File: config.mk
export PLATFORM = sky130hd
export DESIGN_NAME = nov_pulse_gen
export DESIGN_NICKNAME = d
export VERILOG_FILES = /design/src/rtl/npg_pkg.sv /design/src/rtl/npg_regs.sv /design/src/rtl/npg_timer.sv /design/src/rtl/npg_group.sv /design/src/rtl/nov_pulse_gen.sv
export SDC_FILE = /design/constraint.sdc
export NUM_CORES = 1
export LEC_CHECK = 0
export ABC_AREA = 0
export BUFFER_PORTS_ARGS = -buffer_cell sky130_fd_sc_hd__clkbuf_2
export CAP_MARGIN = 20
export CORE_UTILIZATION = 45
export CTS_CLUSTER_SIZE = 10
export DETAILED_ROUTE_END_ITERATION = 6
export GPL_TIMING_DRIVEN = 1
export PLACE_DENSITY = 0.74
export SLEW_MARGIN = 20
export SYNTH_ARGS = -nofsm -noshare
export SYNTH_HDL_FRONTEND = slang
export SYNTH_SLANG_ARGS = --single-unit
File: constraint.sdc
create_clock -name clk -period 2.8 [get_ports clk]
set_input_delay 0.42 -clock clk [delete_from_list [all_inputs] [get_ports clk]]
set_output_delay 0.42 -clock clk [all_outputs]
set_load 0.05 [all_outputs]
File: src/rtl/npg_pkg.sv
package npg_pkg;
   localparam int ADDR_W = 3;

   typedef enum logic [ADDR_W-1:0] {
      SEL_PERIOD = 3'd0,
      SEL_MARGIN = 3'd1,
      SEL_NEXT   = 3'd2,
      SEL_OEN    = 3'd3,
      SEL_GMODE  = 3'd4,
      SEL_REQEN  = 3'd5
   } reg_sel_e;
endpackage

File: src/rtl/npg_regs.sv
module npg_regs
   import npg_pkg::*;
#(
   parameter int CNT_W = 16,
   parameter int OUT_W = 8,
   parameter int NGRP  = 2
) (
   input  logic             clk,
   input  logic             rst,
   input  logic             wr_en,
   input  logic [ADDR_W-1:0] wr_addr,
   input  logic [CNT_W-1:0] wr_data,
   output logic [CNT_W-1:0] period_q,
   output logic [CNT_W-1:0] margin_q,
   output logic [OUT_W-1:0] next_q,
   output logic [OUT_W-1:0] oen_q,
   output logic [NGRP-1:0]  gmode_q,
   output logic             reqen_q
);
   always_ff @(posedge clk) begin
      if (rst) begin
         period_q <= '0;
         margin_q <= '0;
         next_q   <= '0;
         oen_q    <= '0;
         gmode_q  <= '0;
         reqen_q  <= 1'b0;
      end else if (wr_en) begin
         case (reg_sel_e'(wr_addr))
            SEL_PERIOD: period_q <= wr_data;
            SEL_MARGIN: margin_q <= wr_data;
            SEL_NEXT:   next_q   <= wr_data[OUT_W-1:0];
            SEL_OEN:    oen_q    <= wr_data[OUT_W-1:0];
            SEL_GMODE:  gmode_q  <= wr_data[NGRP-1:0];
            SEL_REQEN:  reqen_q  <= wr_data[0];
            default: ;
         endcase
      end
   end
endmodule

File: src/rtl/npg_timer.sv
module npg_timer #(
   parameter int CNT_W = 16
) (
   input  logic             clk,
   input  logic             rst,
   input  logic [CNT_W-1:0] period_i,
   input  logic [CNT_W-1:0] margin_i,
   output logic             period_hit_o,
   output logic             margin_hit_o,
   output logic             margin_ok_o
);
   logic [CNT_W-1:0] cnt_q;

   assign period_hit_o = (cnt_q >= period_i);
   assign margin_ok_o  = (margin_i < period_i);
   assign margin_hit_o = margin_ok_o && (cnt_q == margin_i);

   always_ff @(posedge clk) begin
      if (rst)               cnt_q <= '0;
      else if (period_hit_o) cnt_q <= '0;
      else                   cnt_q <= cnt_q + 1'b1;
   end


   cnt_wrap_chk: assert property (@(posedge clk) disable iff (rst)
      period_hit_o |=> (cnt_q == '0));


   cnt_step_chk: assert property (@(posedge clk) disable iff (rst)
      !period_hit_o |=> (cnt_q == $past(cnt_q) + 1'b1));
endmodule

File: src/rtl/npg_group.sv
module npg_group #(
   parameter int GW      = 4,
   parameter bit NOV_CAP = 1'b1
) (
   input  logic          clk,
   input  logic          rst,
   input  logic          period_hit_i,
   input  logic          margin_hit_i,
   input  logic          nov_i,
   input  logic [GW-1:0] next_i,
   input  logic [GW-1:0] oen_i,
   output logic [GW-1:0] out_o
);
   logic [GW-1:0] out_q, out_d;

   generate
      if (NOV_CAP) begin : g_nov
         logic [GW-1:0] rise_q, rise_d;

         always_comb begin
            out_d  = out_q;
            rise_d = rise_q;
            if (period_hit_i) begin
               if (nov_i) begin
                  out_d  = (oen_i & next_i & (out_q | rise_q)) | (~oen_i & out_q);
                  rise_d = oen_i & next_i & ~(out_q | rise_q);
               end else begin
                  out_d  = (oen_i & next_i) | (~oen_i & out_q);
                  rise_d = '0;
               end
            end else if (margin_hit_i) begin
               out_d  = out_q | rise_q;
               rise_d = '0;
            end
         end

         always_ff @(posedge clk) begin
            if (rst) rise_q <= '0;
            else     rise_q <= rise_d;
         end
      end else begin : g_plain
         always_comb begin
            out_d = out_q;
            if (period_hit_i) out_d = (oen_i & next_i) | (~oen_i & out_q);
         end
      end
   endgenerate

   always_ff @(posedge clk) begin
      if (rst) out_q <= '0;
      else     out_q <= out_d;
   end

   assign out_o = out_q;


   fall_at_period_chk: assert property (@(posedge clk) disable iff (rst)
      (|($past(out_q) & ~out_q)) |-> $past(period_hit_i));


   rise_at_margin_chk: assert property (@(posedge clk) disable iff (rst)
      ($past(nov_i) && !$past(period_hit_i) && (|(~$past(out_q) & out_q)))
      |-> $past(margin_hit_i));


   oen_hold_chk: assert property (@(posedge clk) disable iff (rst)
      ((~$past(oen_i)) & ($past(out_q) ^ out_q)) == '0);
endmodule

File: src/rtl/nov_pulse_gen.sv
module nov_pulse_gen
   import npg_pkg::*;
#(
   parameter int          CNT_W      = 16,
   parameter int          OUT_W      = 8,
   parameter int          GRP_W      = 4,
   parameter int unsigned NOV_GROUPS = 32'hFFFF_FFFF
) (
   input  logic              clk,
   input  logic              rst,
   input  logic              wr_en,
   input  logic [ADDR_W-1:0] wr_addr,
   input  logic [CNT_W-1:0]  wr_data,
   output logic [OUT_W-1:0]  pattern_o,
   output logic              req_o
);
   localparam int NGRP = OUT_W / GRP_W;

   generate
      if (OUT_W % GRP_W != 0) begin : g_bad_grp
         $error("OUT_W must be a multiple of GRP_W");
      end
      if (CNT_W < OUT_W || NGRP > 32) begin : g_bad_cnt
         $error("CNT_W must cover OUT_W and NGRP must fit the mask");
      end
   endgenerate

   logic [CNT_W-1:0] period_q, margin_q;
   logic [OUT_W-1:0] next_q, oen_q;
   logic [NGRP-1:0]  gmode_q;
   logic             reqen_q;
   logic             period_hit, margin_hit, margin_ok;
   logic             req_q;

   npg_regs #(.CNT_W(CNT_W), .OUT_W(OUT_W), .NGRP(NGRP)) u_regs (
      .clk(clk), .rst(rst), .wr_en(wr_en), .wr_addr(wr_addr), .wr_data(wr_data),
      .period_q(period_q), .margin_q(margin_q), .next_q(next_q),
      .oen_q(oen_q), .gmode_q(gmode_q), .reqen_q(reqen_q)
   );

   npg_timer #(.CNT_W(CNT_W)) u_timer (
      .clk(clk), .rst(rst), .period_i(period_q), .margin_i(margin_q),
      .period_hit_o(period_hit), .margin_hit_o(margin_hit), .margin_ok_o(margin_ok)
   );

   for (genvar g = 0; g < NGRP; g++) begin : g_grp
      npg_group #(.GW(GRP_W), .NOV_CAP(((NOV_GROUPS >> g) & 1) != 0)) u_grp (
         .clk(clk), .rst(rst),
         .period_hit_i(period_hit), .margin_hit_i(margin_hit),
         .nov_i(gmode_q[g]),
         .next_i(next_q[g*GRP_W +: GRP_W]),
         .oen_i(oen_q[g*GRP_W +: GRP_W]),
         .out_o(pattern_o[g*GRP_W +: GRP_W])
      );
   end

   always_ff @(posedge clk) begin
      if (rst) req_q <= 1'b0;
      else     req_q <= reqen_q & (margin_ok ? margin_hit : period_hit);
   end

   assign req_o = req_q;


   req_single_chk: assert property (@(posedge clk) disable iff (rst)
      (req_q && period_q != '0) |=> !req_q);


   req_gate_chk: assert property (@(posedge clk) disable iff (rst)
      req_q |-> $past(reqen_q));
endmodule

Word-level counts from Yosys, hierarchy flattened
Index checks and enable logic that the tools add are counted.
- logic and storage cells: 62
- latch bits: 0
- memories: 0
- ROM bits: 0
- bits in registers: 84
- input bits: 22
- bits in writable memories: 0
- add/sub/neg operators: 1
- reduce and logical (&&, ||, !) cells: 10
- order comparisons: 2
- eq/ne operators: 6
- multipliers: 0
- shifts and indexed selects: 0
- bitwise operators: 19
- div/mod/pow operators: 0
- muxes and demuxes: 12
- operator list (operator ; count):
    $mux 4 ; 11
    $and 4x4->4 ; 8
    $or 4x4->4 ; 6
    $add 16x1->16 const B ; 1
    $eq 16x16->1 ; 1
    $ge 16x16->1 ; 1
    $lt 16x16->1 ; 1
    $not 4->4 ; 4
    $reduce_and 2->1 ; 6
    $eq 3x2->1 const B ; 2
    $eq 3x3->1 const B ; 2
    $eq 3x1->1 const B ; 1
    $logic_not 3->1 ; 1
    $reduce_bool 2->1 ; 1
    $reduce_or 2->1 ; 1
    $and 1x1->1 ; 1
    $logic_and 1x1->1 ; 1
    $mux 1 ; 1

Depth between registers and ports, before layout
Gate-level depths: netlist (run 1).
- word-level depth: 5
- mapped depth: 10

Cells and area by module
Synthesis (run 1) repeated with hierarchy kept, for this count alone.
- cell total of the unflattened synthesis: 483
- area total of the unflattened synthesis: 4723.3 µm²
- by module, submodules not included (module ; cells each ; seq. area each (µm²) ; area each (µm²) ; instances):
    npg_regs ; 190 ; 1021.0 ; 2100.8 ; 1
    npg_timer ; 188 ; 320.3 ; 1676.6 ; 1
    npg_group ; 51 ; 160.2 ; 451.7 ; 2
    nov_pulse_gen ; 3 ; 20.0 ; 42.5 ; 1

Worst setup path before layout (run 1)
Ideal clock, no wire load.
- path kind: reg-to-reg
- start point: register u_timer.cnt_q[0]
- end point: register g_grp[0].u_grp.out_q[3]
- path slack: 0.543 ns
- clock period less this slack: 2.257 ns
- buffers on the path: 2
- cell stages (with the launch flop): 11
- required time: 2.733 ns
- arrival: 2.190 ns
- cell sequence: dfxtp_1 -> inv_1 -> ha_1 -> nand2b_4 -> a2111oi_4 -> nor4_2 -> nor4b_4 -> buf_6 -> nand2b_4 -> buf_6 -> o21ai_2
- longest elaborated chain between the ends: 3
- ends and longest elaborated chain (item ; RTL line ; text):
    start: declaration ; npg_timer.sv:12 ; logic [CNT_W-1:0] cnt_q;
    start signal: assignment ; npg_timer.sv:21 ; else cnt_q <= cnt_q + 1'b1;
    branches (longest 3 deep; another with $ge 16x16->1) ; n/a ;
    end signal: assignment ; npg_group.sv:51 ; else out_q <= out_d;
    end: declaration ; npg_group.sv:14 ; logic [GW-1:0] out_q, out_d;
Parallel ways; which one is timed is not known.
A chain may end at the register's enable or synchronous reset.

Final worst setup path (run 1)
- start point: register u_timer.cnt_q[0]
- end point: register g_grp[0].u_grp.g_nov.rise_q[3]
- longest elaborated chain between the ends: 3
- ends and longest elaborated chain (item ; RTL line ; text):
    branches (longest 3 deep; another with $ge 16x16->1) ; n/a ;
    end signal: assignment ; npg_group.sv:39 ; else rise_q <= rise_d;
    end: declaration ; npg_group.sv:18 ; logic [GW-1:0] rise_q, rise_d;
Parallel ways; which one is timed is not known.

==> results.py, run 1 <==
metrics = {
    "die": {
        "design.die.area_um2": 10100,
        "design.core.area_um2": 9330,
        "ios": 31,
        "die_h_um": 100,
        "die_w_um": 100,
        "initial_core_util": 0.467,
        "row_count": 35,
    },
    "grt": {
        "grt_pass1_vias": 3415,
        "grt_antenna_before_repair": 0,
        "grt_first_pass_wirelength_um": 16200,
        "globalRoute.totalOverflow": 0,
        "grt_max_degree": 40,
        "globalRouteTotalUtil": 0.205,
    },
    "timing": {
        "worst_slack_ns": 0.334,
        "timing_hold_violations_final": 0,
        "layout_worst_path_cycle_share": 0.881,
        "setup_repair_after_global_routing_missed_its_margin": "no",
        "worst_slew_pin_slew_ns": 0.713,
        "max_slew_margin": 0.523,
        "fin_crit_ns": 2.47,
        "fin_worst_skew_ns": 0.0155,
        "setup-tns-final_ns": 0,
        "maxSlewViolCount": 0,
        "setup_violating_endpoint_count_in_the_final_report": 0,
        "max_clock_freq_mhz": 406,
    },
    "place": {
        "pre_cts_ws_ns": 0.362,
        "dpl.hpwl_um": 7120,
        "globalplace.congestion": 0.920,
        "port_buffers": 30,
    },
    "drt": {
        "vias_per_cell": 5.36,
        "drt-total-wl_um": 9720,
        "avgRoutedWirePerCell_um": 14.2,
        "antenna_violating_nets_post_route": 0,
        "drcViolationCount": 0,
        "route.vias.total": 3673,
        "drt_iter0_markers": 200,
        "drt_pass1_iterations": 4,
    },
    "power": {
        "power.static_leakage_nw": 1.82,
        "power_density_nw_per_um2": 509,
        "worst_ir_drop_vdd_uv": 387,
    },
    "synthesis": {
        "yosys_most_used_dff": "sky130_fd_sc_hd__dfxtp_1",
        "synth_fp_nets": 581,
        "distinct_cell_type_count_after_synthesis": 47,
        "synth_async_sr_flop_share": 0,
        "number_of_enable_type_register_cells_in_the_synthesized_netlist": 0,
        "syn_area_per_cell_um2": 8.26,
        "ys_seq_area_frac": 0.386,
        "synth-seq-cells": 84,
        "synthesis.area_um2": 4360,
        "yosysWarnings": 0,
        "syn-instance-count": 527,
    },
    "clocking": {
        "htree_levels": 3,
        "cts_resized": 0,
        "cts.root.buffer_cell": "sky130_fd_sc_hd__clkbuf_8",
        "clock_path_buffers": 2,
        "clock_insertion_delay_worst_skew_ns": 0.37,
        "numClockSinks": 84,
        "cts_setup_buffers": 0,
        "worst_setup_hold_path_clk_slew_ns": 0.10,
        "cts_tree": "built",
        "number_of_buffers_created_by_cts": 9,
        "holdBufCountCts": 0,
    },
    "cells_and_area": {
        "mostFrequentLayoutCell": "sky130_fd_sc_hd__nand2_1",
        "num-nets-final": 605,
        "antenna-diode-count": 0,
        "flow.area_growth_from_synthesis_pct": 9.71,
        "post_route_cells_drive_above_1_share": 0.115,
        "final_cell_mix": "109 x sky130_fd_sc_hd__nand2_1, 84 x sky130_fd_sc_hd__dfxtp_1, 71 x sky130_fd_sc_hd__a21oi_1",
    },
    "critical_path": {
        "maximum_fanout_along_the_worst_path": 12,
        "timing.setup.critical_path_class": "reg2reg",
        "worstSetupEndpointType": "register",
        "worst_setup_path_start_kind": "register",
        "crit_arrival_ns": 2.74,
        "cp.required_ns": 3.08,
    },
    "hold_path": {
        "hold_path_class": "in2reg",
    },
    "run_status": {
        "status": "finished, final reports clean",
    },
    "run": {
        "drv_cap": 0,
    },
}
[kinds of logic after synthesis]
family / after synthesis / synth area share
mux: 2 / 0.00460
buf+inv: 43 / 0.0471
simple gates: 233 / 0.267
xor+xnor: 30 / 0.0603
flops: 84 / 0.386
fa+ha+maj: 32 / 0.0919
compound gates: 103 / 0.142
[critical path: stages, from the launching register on]
cell and delay [ns]:
sky130_fd_sc_hd__dfxtp_1 0.43, sky130_fd_sc_hd__inv_1 0.07, sky130_fd_sc_hd__ha_1 0.28, sky130_fd_sc_hd__nand2b_4 0.15
sky130_fd_sc_hd__a2111oi_4 0.39, sky130_fd_sc_hd__nor4_2 0.12, sky130_fd_sc_hd__nor4b_4 0.42, sky130_fd_sc_hd__buf_4 0.26
sky130_fd_sc_hd__nand3b_1 0.11, sky130_fd_sc_hd__o32ai_1 0.13
[metrics by stage]
step / area [um^2] / util / hold WS [ns] / power, mW / instances
final: 4780 / 0.512 / 0.278 / 2.43 / 685
after global routing: 4780 / 0.512 / 0.280 / 2.53 / 685
after CTS: 4780 / 0.512 / 0.272 / 2.45 / 685
after detailed placement: 4580 / 0.491 / 0.448 / 1.58 / 669
after global placement: 4580 / 0.491 / 0.446 / 1.57 / 669
after floorplan: 4360 / - / 0.436 / 1.51 / 527
[final cells by class]
type	instances	area [um^2]
Tap cell	129	161
Fill cell	879	4550
Clock buffer	9	124
Timing Repair Buffer	35	188
Sequential cell	84	1680
Inverter	21	78.8
Clock inverter	7	76.3
Multi-Input combinational cell	400	2470
[registers in the layout, indices dropped and copies added, names as in the netlist]
name                      cells
g_grp.u_grp.out_o             8
g_grp.u_grp.g_nov.rise_q      8
u_regs.margin_q              16
u_regs.period_q              16
u_timer.cnt_q                16
req_o                         1
u_regs.gmode_q                2
u_regs.oen_q                  8
u_regs.next_q                 8
u_regs.reqen_q                1
[cells in the mapped netlist (all sizes together), types with 10 or more instances]
cell	instances	area [um^2]
nand2	109	409
dfxtp	84	1680
a21oi	71	355
nor2	36	135
ha	32	400
xor2	23	201
inv	21	78.8
clkbuf	16	60.1
nand3	16	80.1
nand2b	14	103
o21ai	10	65.1
[power breakdown]
group / leakage [nW] / total (mW) / switching, mW / internal [mW]
clock: 0.103 / 0.878 / 0.520 / 0.358
sequential: 0.679 / 1.24 / 0.0219 / 1.22
combinational: 1.04 / 0.318 / 0.203 / 0.114
total: 1.82 / 2.43 / 0.745 / 1.69
[worst paths after layout]
check / from / endpoint / slack, ns / cells after the start
worst min-delay path: wr_data[8] / u_regs.period_q[8] / 0.28 / 3
worst max-delay path: u_timer.cnt_q[0] / g_grp[0].u_grp.g_nov.rise_q[3] / 0.33 / 9
worst max register to register: u_timer.cnt_q[0] / g_grp[0].u_grp.g_nov.rise_q[3] / 0.33 / 9
worst min register to register: u_regs.period_q[7] / u_regs.period_q[7] / 0.46 / 2
[routing by layer]
layer / up-vias / routed length [um] / GRT usage
met3: 16 / 417 / 0.0397
li1: 1863 / - / -
met2: 83 / 4590 / 0.342
met4: 0 / 187 / 0.0702
met1: 1711 / 4530 / 0.266
met5: - / 0 / 0
No activity file was read; power rests on OpenSTA's default activity.
==> inputs of run 2 (changes only) <==
- CORE_UTILIZATION: 45 -> 57
- PLACE_DENSITY: 0.74 -> 0.88
==> results.py, run 2 (synthesis gave the netlist of run 1 again) <==
metrics = {
    "run_status": {
        "status": "finished, final reports clean",
    },
    "power": {
        "power_density_nw_per_um2": 519,
        "power.total_mw": 2.47,
        "power.static_leakage_nw": 1.81,
        "worst_ir_drop_vdd_uv": 327,
    },
    "clocking": {
        "numClockSinks": 84,
        "clock_insertion_delay_worst_skew_ns": 0.38,
        "cts_tree": "built",
        "holdBufCountCts": 0,
        "worst_setup_hold_path_clk_slew_ns": 0.10,
        "number_of_buffers_created_by_cts": 9,
        "htree_levels": 3,
        "cts.root.buffer_cell": "sky130_fd_sc_hd__clkbuf_8",
        "cts_setup_buffers": 0,
        "cts_resized": 0,
        "clock_path_buffers": 2,
    },
    "cells_and_area": {
        "antenna-diode-count": 0,
        "final_cell_mix": "109 x sky130_fd_sc_hd__nand2_1, 84 x sky130_fd_sc_hd__dfxtp_1, 71 x sky130_fd_sc_hd__a21oi_1",
        "layout_top_registers": "u_regs.margin_q (16), u_regs.period_q (16), u_timer.cnt_q (16)",
        "post_route_cells_drive_above_1_share": 0.114,
        "fillCellCount": 585,
        "flow.area_growth_from_synthesis_pct": 9.11,
        "mostFrequentLayoutCell": "sky130_fd_sc_hd__nand2_1",
        "num-nets-final": 604,
        "finalNonFillerCells": 654,
    },
    "die": {
        "die_w_um": 89.4,
        "initial_core_util": 0.594,
        "die_h_um": 89.4,
        "row_count": 31,
        "design.die.area_um2": 8000,
        "ios": 31,
        "design.core.area_um2": 7330,
    },
    "timing": {
        "fin_worst_skew_ns": 0.0123,
        "maxSlewViolCount": 0,
        "worst_slew_pin_slew_ns": 0.681,
        "layout_worst_path_cycle_share": 0.870,
        "fin_crit_ns": 2.44,
        "hold-worst-slack_ns": 0.274,
        "setup_repair_after_global_routing_missed_its_margin": "no",
        "worst_slack_ns": 0.363,
        "max_clock_freq_mhz": 410,
        "setup_violating_endpoint_count_in_the_final_report": 0,
        "timing_hold_violations_final": 0,
        "setup-tns-final_ns": 0,
        "max_slew_margin": 0.546,
    },
    "drt": {
        "drt_pass1_iterations": 5,
        "drt_iter0_markers": 240,
        "vias_per_cell": 5.83,
        "route.vias.total": 3813,
        "drcViolationCount": 0,
        "avgRoutedWirePerCell_um": 15.1,
        "drt-total-wl_um": 9860,
        "antenna_violating_nets_post_route": 0,
    },
    "critical_path": {
        "cpPeakStageDelay_ns": 0.58,
        "cp.required_ns": 3.11,
        "worst_setup_path_start_kind": "register",
        "timing.setup.critical_path_class": "reg2reg",
        "crit_arrival_ns": 2.74,
        "maximum_fanout_along_the_worst_path": 9,
        "crit_path_top_delay_cell": "sky130_fd_sc_hd__nor4_4",
        "critPathTopFamily": "compound AO/OA/AOI/OAI gates",
        "worstPathCellList": "inv_1 > ha_1 > a41o_1 > a21oi_1 > o2bb2ai_1 > nor4_4 > buf_4 > a21oi_1 > o21ai_0",
        "path_buf_inv": 2,
        "cpMostUsedCell": "sky130_fd_sc_hd__a21oi_1",
        "worstSetupEndpointType": "register",
    },
    "grt": {
        "globalRoute.totalOverflow": 0,
        "grt_antenna_before_repair": 0,
        "grt_max_degree": 40,
        "grt_first_pass_wirelength_um": 16500,
        "grt_pass1_vias": 3617,
        "globalRouteTotalUtil": 0.271,
    },
    "place": {
        "globalplace.congestion": 0.910,
        "port_buffers": 30,
        "place.detailed.instances": 638,
        "dpl.hpwl_um": 7100,
        "pre_cts_ws_ns": 0.374,
    },
    "hold_path": {
        "hold_path_class": "in2reg",
    },
    "run": {
        "drv_cap": 0,
    },
}
## run 2: worst min-delay path, cell delays in order
cell and delay [ns]:
sky130_fd_sc_hd__clkbuf_2 0.09, sky130_fd_sc_hd__nand2_1 0.05, sky130_fd_sc_hd__a21oi_1 0.05
## run 2: routing by layer
metal / share of wire / global-route usage
met1: 0.44 / 0.344
met2: 0.47 / 0.445
met3: 0.059 / 0.0637
met4: 0.023 / 0.110
met5: 0 / 0
## run 2: final timing paths
check	start	to	slack [ns]	cells after the start
worst min register to register	u_regs.period_q[12]	u_regs.period_q[12]	0.46	2
worst max-delay path	u_regs.period_q[7]	g_grp[0].u_grp.out_o[1]	0.36	9
worst min-delay path	wr_data[13]	u_regs.margin_q[13]	0.27	3
worst max register to register	u_regs.period_q[7]	g_grp[0].u_grp.out_o[1]	0.36	9
## run 2: power breakdown
part,switching [mW],total [mW],internal [mW],leakage (nW)
Combinational,0.203,0.322,0.119,1.04
Sequential,0.0223,1.24,1.22,0.679
Clock,0.483,0.909,0.426,0.0984
## run 2: stage by stage
step	area, um^2	utilization
after floorplan	4360	-
after global placement	4550	0.620
after detailed placement	4550	0.620
after CTS	4750	0.648
after global routing	4750	0.648
final	4750	0.648
## run 2: final cells by class
cell class / count / area (um^2) / area share
Multi-Input combinational cell: 400 / 2470 / 0.519
Sequential cell: 84 / 1680 / 0.354
Timing Repair Buffer: 34 / 193 / 0.0405
Clock buffer: 9 / 124 / 0.0261
Tap cell: 99 / 124 / 0.0261
Clock inverter: 7 / 82.6 / 0.0174
Inverter: 21 / 78.8 / 0.0166
